File: src/rtl/task_retry_pkg.sv
package task_retry_pkg;
  typedef enum logic [1:0] {
    FLAG_HOLD  = 2'd0,
    FLAG_SET   = 2'd1,
    FLAG_CLEAR = 2'd2
  } flag_action_e;
endpackage

File: src/rtl/task_event_decode.sv
module task_event_decode #(
  parameter int NUM_TASKS = 4,
  localparam int TASK_W = (NUM_TASKS > 1) ? $clog2(NUM_TASKS) : 1
) (
  input  logic              valid,
  input  logic [TASK_W-1:0] sel,
  output logic [NUM_TASKS-1:0] hit
);
  genvar gi;
  generate
    for (gi = 0; gi < NUM_TASKS; gi++) begin : g_hit
      assign hit[gi] = valid && (sel == TASK_W'(gi));
    end
  endgenerate
endmodule

File: src/rtl/retry_flag_cell.sv
module retry_flag_cell
  import task_retry_pkg::*;
(
  input  logic clk,
  input  logic rst,
  input  logic multi_mode,
  input  logic retry_hit,
  input  logic adv_hit,
  input  logic jump_hit,
  output logic flag
);
  flag_action_e act;

  always_comb begin
    if (!multi_mode || adv_hit || jump_hit) act = FLAG_CLEAR;
    else if (retry_hit)                     act = FLAG_SET;
    else                                    act = FLAG_HOLD;
  end

  always_ff @(posedge clk) begin
    if (rst) flag <= 1'b0;
    else begin
      case (act)
        FLAG_SET:   flag <= 1'b1;
        FLAG_CLEAR: flag <= 1'b0;
        default:    flag <= flag;
      endcase
    end
  end


  p_reset_clear_r1: assert property (@(posedge clk) rst |=> !flag);
  p_retry_sets_r2: assert property (@(posedge clk) disable iff (rst)
    (multi_mode && retry_hit && !adv_hit && !jump_hit) |=> flag);
  p_adv_clears_r3: assert property (@(posedge clk) disable iff (rst)
    adv_hit |=> !flag);
  p_jump_clears_r4: assert property (@(posedge clk) disable iff (rst)
    jump_hit |=> !flag);
  p_single_never_r6: assert property (@(posedge clk) disable iff (rst)
    !multi_mode |=> !flag);
  p_hold_r7: assert property (@(posedge clk) disable iff (rst)
    (multi_mode && !retry_hit && !adv_hit && !jump_hit) |=> $stable(flag));
endmodule

File: src/rtl/task_retry_tracker.sv
module task_retry_tracker #(
  parameter int NUM_TASKS = 4,
  localparam int TASK_W = (NUM_TASKS > 1) ? $clog2(NUM_TASKS) : 1
) (
  input  logic                 clk,
  input  logic                 rst,
  input  logic                 multi_mode,
  input  logic                 retry_valid,
  input  logic [TASK_W-1:0]    retry_task,
  input  logic                 adv_valid,
  input  logic [TASK_W-1:0]    adv_task,
  input  logic                 jump_valid,
  input  logic [TASK_W-1:0]    jump_task,
  output logic [NUM_TASKS-1:0] suppress
);
  logic [NUM_TASKS-1:0] retry_hit, adv_hit, jump_hit;

  task_event_decode #(.NUM_TASKS(NUM_TASKS)) i_dec_retry (
    .valid(retry_valid), .sel(retry_task), .hit(retry_hit));
  task_event_decode #(.NUM_TASKS(NUM_TASKS)) i_dec_adv (
    .valid(adv_valid), .sel(adv_task), .hit(adv_hit));
  task_event_decode #(.NUM_TASKS(NUM_TASKS)) i_dec_jump (
    .valid(jump_valid), .sel(jump_task), .hit(jump_hit));

  genvar gt;
  generate
    for (gt = 0; gt < NUM_TASKS; gt++) begin : g_task
      retry_flag_cell i_cell (
        .clk(clk), .rst(rst), .multi_mode(multi_mode),
        .retry_hit(retry_hit[gt]), .adv_hit(adv_hit[gt]),
        .jump_hit(jump_hit[gt]), .flag(suppress[gt]));
    end
  endgenerate

  // same-task clear beats retry
  p_clear_wins_r5: assert property (@(posedge clk) disable iff (rst)
    (retry_valid && adv_valid && retry_task == adv_task) |=> !suppress[$past(retry_task)]);
  // at top level: a multitask retry with no clears lands as a set bit
  p_top_set_r2: assert property (@(posedge clk) disable iff (rst)
    (multi_mode && retry_valid && !adv_valid && !jump_valid) |=> suppress[$past(retry_task)]);
endmodule

File: config.mk
export PLATFORM = sky130hd
export DESIGN_NAME = task_retry_tracker
export DESIGN_NICKNAME = d
export VERILOG_FILES = /design/src/rtl/task_retry_pkg.sv /design/src/rtl/task_event_decode.sv /design/src/rtl/retry_flag_cell.sv /design/src/rtl/task_retry_tracker.sv
export SDC_FILE = /design/constraint.sdc
export NUM_CORES = 1
export LEC_CHECK = 0
export BUFFER_PORTS_ARGS = -buffer_cell sky130_fd_sc_hd__buf_2
export CORE_AREA = 3 3 40 42
export CTS_CLUSTER_DIAMETER = 150
export DETAILED_ROUTE_END_ITERATION = 16
export DIE_AREA = 0 0 43 45
export GPL_TIMING_DRIVEN = 1
export SYNTH_ARGS = -nofsm -noshare
export SYNTH_HDL_FRONTEND = slang
export SYNTH_HIERARCHICAL = 1
export SYNTH_SLANG_ARGS = --single-unit
File: constraint.sdc
create_clock -name clk -period 0.8 [get_ports clk]
set_input_delay 0 -clock clk [delete_from_list [all_inputs] [get_ports clk]]
set_output_delay 0 -clock clk [all_outputs]
set_load 0.05 [all_outputs]
==> results of run 1 <==
-- placed cells by master, fill, tap and decap left out, drive strengths merged --
master / synthesis / routed
and3: 3 / 3
and3b: 6 / 6
buf: 0 / 16
clkbuf: 0 / 3
dfxtp: 4 / 4
nor3b: 3 / 3
nor4b: 4 / 4
o21a: 4 / 4
-- cell usage after synthesis --
cell type,number,share of area (%)
and3b_1,6,19
dfxtp_1,4,28
nor4b_2,4,21
o21a_1,4,11
and3_2,3,8.0
nor3b_2,3,13
-- path summary, 6_finish.rpt --
kind,startpoint,to,slack (ns),cells after the start
min,rst,g_task[2].i_cell/flag,0.10,3
max reg2reg,g_task[3].i_cell/flag,g_task[3].i_cell/flag,0.21,1
max,g_task[3].i_cell/flag,suppress[3],0.06,1
min reg2reg,g_task[1].i_cell/flag,g_task[1].i_cell/flag,0.45,1
-- routing by layer --
layer | global-route usage, % | part of all wire, % | vias to the layer above
li1 | - | - | 135
met1 | 9.64 | 47 | 112
met2 | 10.5 | 40 | 18
met3 | 5.98 | 13 | 0
met4 | 5.42 | 0 | 0
met5 | 0 | 0 | -
-- metrics by stage --
step / cell area (sq um) / hold slack [ns] / setup WS [ns] / power, W / TNS (ns)
2_1_floorplan: 288 / 0.151 / 0.0982 / 0.000269 / 0
3_3_place_gp: 389 / 0.340 / -0.00624 / 0.000325 / -0.00624
3_5_place_dp: 389 / 0.348 / -0.0163 / 0.000328 / -0.0163
4_1_cts: 422 / 0.0940 / 0.0395 / 0.000593 / 0
5_1_grt: 422 / 0.101 / 0.0195 / 0.000622 / 0
6_report: 422 / 0.101 / 0.0590 / 0.000573 / 0
-- report_power, final --
group	switching (W)	internal [W]
Combinational	0.0000571	0.0000618
Clock	0.0000790	0.000168
Sequential	0.00000182	0.000205
-- tightest hold or removal path, cell delays in order --
cell and delay, ns:
buf_2 0.14, nor4b_2 0.06, o21a_1 0.09
-- what timing repair did --
action / in CTS / in global routing
setup endpoints to repair: 4 / 0
hold buffers: 0 / 0
gates resized for setup: 4 / 0
setup buffers: 0 / 0
-- cells by family (layout without fill, tap and decap cells) --
family                 Yosys count  after routing  share of synthesized area [%]
and+or+nand+nor                 16             16                           61.1
AOI/OAI and AO/OA                4              4                           10.6
buffers and inverters            0             19                              0
DFF                              4              4                           28.3
-- area by class of cell --
type / instances / share of cell area (%)
clock buffers: 3 / 5.34
multi-input cells: 20 / 48.1
flip-flops and latches: 4 / 20.2
well taps: 15 / 4.45
repair buffers: 16 / 22.0
==> flow_summary_export.csv, run 1 <==
group,metric,value,unit
cells_and_area,largest_register_ffs,4,
synth,ys_types,6,
detailed_routing,drtAntennaViolNets,0,
sta,rsz0062_at_grt,"no",
cts,cts-buffers-inserted,3,
sta,finalHoldViolCount,0,
sta,period_share,92.6,%
cells_and_area,final_util,32.8,%
sta,fmax,1.35,GHz
worst_setup_path,worstPathArrival,0.74,ns
cts,cts_sinks,4,
global_route,grt_pass1_wl,1.07,mm
detailed_routing,drcViolationCount,0,
cells_and_area,regArea,85.1,sq um
cts,root_buffer,"clkbuf_4",
detailed_routing,drtIter0Drc,2,
floorplanning,dieArea,1940,sq um
synth,syn_inst,24,
global_route,antenna_found_initial,0,
cts,htreeDepth,1,
sta,drv_slew,0,
worst_setup_path,crit_path_end_kind,"output pin",
worst_setup_path,slowest_stage,"dfxtp_2",
cells_and_area,multi_input_area,203,sq um
cells_and_area,nets,57,
synth,ys_seq_area_share,28.3,%
place,globalplace.congestion,0.636,
worst_setup_path,start_kind,"flip-flop",
floorplanning,coreArea,1280,sq um
worst_setup_path,crit_chain,"buf_4",
detailed_routing,vias,265,
worst_setup_path,cp_max_fo,2,
sta,fin_skew,0,ns
detailed_routing,wl_per_cell,11.3,um
cells_and_area,stdcell_count,58,
cells_and_area,reg_top3,"g_task.i_cell/flag x4",
synth,yosysWarnings,6,
cells_and_area,drive_above_1_share,76.7,%
synth,synth.net_count,36,
cts,clk_latency,0.23,ns
cts,clockBufferDepth,2,
cells_and_area,area_delta_synth_final,49.1,%
outcome,outcome,"finished clean",
detailed_routing,first_pass_iters,2,
floorplanning,dieWidth,43,um
floorplanning,io_pins,16,
power,ir_drop,0.348,mV
cells_and_area,fillers,146,
global_route,grt_overflow,0,
synth,synth_area,283,sq um
power,p_leak,0.207,nW
global_route,grt_use_total,8.24,%
worst_setup_path,cp_slowest_stage_delay,0.32,ns
worst_hold_path,hold_class,"input pin to flip-flop",
worst_setup_path,worst-setup-path-type,"flip-flop to output pin",
worst_setup_path,cp.required,0.80,ns
power,power_density,1360,nW/um^2
synth,ys_seq_elements,4,
detailed_routing,routed_via_density,4.57,
sta,min_period,0.741,ns
synth,postSynthAreaPerCell,11.8,sq um
sta,max_slew_margin,84.5,%
detailed_routing,drt-total-wl,653,um
cells_and_area,diodes,0,
cts,cts_tree,"yes",
worst_setup_path,crit_family,"flip-flops",
global_route,first_global_vias,244,
floorplanning,rows,13,
worst_setup_path,path_buf_inv,1,
sta,setup_viol,0,
floorplanning,die_h,45,um
run,drv_cap,0,
sta,tightest_slew,0.232,ns
cells_and_area,largest-register,"g_task.i_cell/flag",
cts,clk_pin_slew,0.04,ns
place,placedCellCount,55,
global_route,grt_max_degree,5,
floorplanning,initial_core_util,22.0,%
place,port_buffers,15,
No activity file was read; power rests on OpenSTA's default activity.
==> run 2, diff against run 1 <==
==> constraint.sdc (replaced) <==
create_clock -name clk -period 1 [get_ports clk]
set_input_delay 0 -clock clk [delete_from_list [all_inputs] [get_ports clk]]
set_output_delay 0 -clock clk [all_outputs]
set_load 0.05 [all_outputs]
==> run 2 against run 1 <==
  * Flip-flop and latch count is the same
  * Register-to-register slack gained 0.20 ns
  * Die area is the same
  * Sequential share of layout area shrank 0.12 points
  * Non-clock buffer count shrank 1
  * Clock skew is the same
  * Design area shrank 5.3%
  * Largest power group unchanged
==> flow_summary_export.csv, run 2 (synthesized netlist as in run 1, its figures left out) <==
group,metric,value,unit
sta,fin_ws,0.181,ns
cells_and_area,diodes,0,
cells_and_area,stdcell_count,57,
worst_setup_path,crit_chain,"buf_2",
cts,clk_pin_slew,0.03,ns
cells_and_area,nets,56,
worst_setup_path,worstPathArrival,0.82,ns
sta,fin_skew,0,ns
cells_and_area,drive_above_1_share,66.7,%
sta,finalHoldViolCount,0,
sta,drv_slew,0,
global_route,grt_pass1_wl,1.04,mm
worst_setup_path,r2r_start,"g_task[2].i_cell/flag",
sta,fmax,1.22,GHz
detailed_routing,vias,253,
detailed_routing,drtIter0Drc,0,
cells_and_area,final_util,31.1,%
cts,cts_sinks,4,
global_route,first_global_vias,250,
detailed_routing,first_pass_iters,1,
worst_setup_path,crit_path_end,"suppress[2]",
sta,max_slew_margin,84.0,%
worst_hold_path,hold_class,"input pin to flip-flop",
detailed_routing,drtAntennaViolNets,0,
worst_setup_path,worst-setup-path-type,"flip-flop to output pin",
cts,htreeDepth,1,
floorplanning,rows,13,
cells_and_area,final_common_cell,"buf_2",
floorplanning,io_pins,16,
floorplanning,die_h,45,um
cells_and_area,area_delta_synth_final,41.2,%
place,placedCellCount,54,
place,place_ws,0.182,ns
worst_setup_path,cp.depth,1,
worst_setup_path,crit_family,"flip-flops",
power,ir_drop,0.230,mV
worst_setup_path,cp_slowest_stage_delay,0.33,ns
cells_and_area,largest_register_ffs,4,
sta,tightest_slew,0.239,ns
detailed_routing,drt-total-wl,584,um
sta,min_period,0.819,ns
cts,cts_tree,"yes",
cells_and_area,reg_top3,"g_task.i_cell/flag x4",
worst_setup_path,rr_worst_depth,1,
floorplanning,initial_core_util,22.0,%
place,globalplace.congestion,0.702,
sta,setup_viol,0,
worst_setup_path,slowest_stage,"dfxtp_1",
detailed_routing,drcViolationCount,0,
outcome,outcome,"finished clean",
global_route,grt_use_total,7.74,%
worst_setup_path,worstSetupStartpoint,"g_task[2].i_cell/flag",
worst_setup_path,reg2reg_slack,0.41,ns
sta,final.setup.tns,0,ns
floorplanning,dieArea,1940,sq um
worst_setup_path,start_kind,"flip-flop",
global_route,antenna_found_initial,0,
sta,period_share,81.9,%
place,dpl_cell_area,377,sq um
worst_setup_path,cp.required,1.00,ns
place,port_buffers,15,
cells_and_area,fin_area,399,sq um
cells_and_area,final_cell_mix,"15 x buf_2, 6 x and3b_1, 4 x nor4b_2, 4 x o21a_1, 4 x dfxtp_1",
floorplanning,coreArea,1280,sq um
cts,root_buffer,"clkbuf_4",
run,drv_cap,0,
worst_setup_path,crit_path_end_kind,"output pin",
global_route,grt_overflow,0,
floorplanning,dieWidth,43,um
power,p_leak,0.201,nW
cells_and_area,largest-register,"g_task.i_cell/flag",
cts,clk_latency,0.23,ns
sta,rsz0062_at_grt,"no",
global_route,grt_max_degree,5,
cts,cts_setup_buffers,0,
cts,clockBufferDepth,2,
worst_setup_path,cp_max_fo,2,
worst_setup_path,r2r_end,"g_task[2].i_cell/flag",
cts,cts-buffers-inserted,3,
cts,cts_hold_buf,0,
detailed_routing,wl_per_cell,10.2,um
power,power_density,1110,nW/um^2
cts,post_cts_resized,0,
worst_setup_path,path_buf_inv,1,
cells_and_area,fillers,137,
detailed_routing,routed_via_density,4.44,
## run 2: worst min-delay path by stage
stage	startpoint	end	slack (ns)	cells past startpoint
after floorplan	rst	g_task[3].i_cell/flag	0.16	2
after global placement	rst	g_task[3].i_cell/flag	0.35	3
after detailed placement	rst	g_task[3].i_cell/flag	0.35	3
after CTS	rst	g_task[3].i_cell/flag	0.11	3
after global routing	retry_task[1]	g_task[0].i_cell/flag	0.13	3
final	rst	g_task[3].i_cell/flag	0.11	3
## run 2: through the flow
stage | power (W) | hold WS [ns]
6_report | 0.000445 | 0.111
5_1_grt | 0.000476 | 0.130
4_1_cts | 0.000460 | 0.108
3_5_place_dp | 0.000258 | 0.354
3_3_place_gp | 0.000257 | 0.349
2_1_floorplan | 0.000215 | 0.158
## run 2: cell type report
cell class	instances	area (sq um)	area share [%]
multi-input combinational	20	203	50.8
clock buffer	3	22.5	5.64
sequential	4	80.1	20.1
timing repair buffer	15	75.1	18.8
tap	15	18.8	4.70
## run 2: per-layer routing
| layer | share of wire, % | global-route usage [%] | vias up | wire length [um] |
|---|---|---|---|---|
| li1 | - | - | 134 | - |
| met1 | 51 | 9.88 | 103 | 299 |
| met2 | 36 | 9.28 | 16 | 210 |
| met3 | 13 | 3.59 | 0 | 74 |
| met4 | 0 | 7.23 | 0 | 0 |
| met5 | 0 | 0 | - | 0 |
## run 2: power breakdown
group          leakage (nW)  switching [W]  total [W]  internal (W)
logic                 0.155      0.0000442  0.0000894     0.0000452
registers            0.0324     0.00000141   0.000165      0.000164
clock network        0.0138      0.0000566   0.000190      0.000134
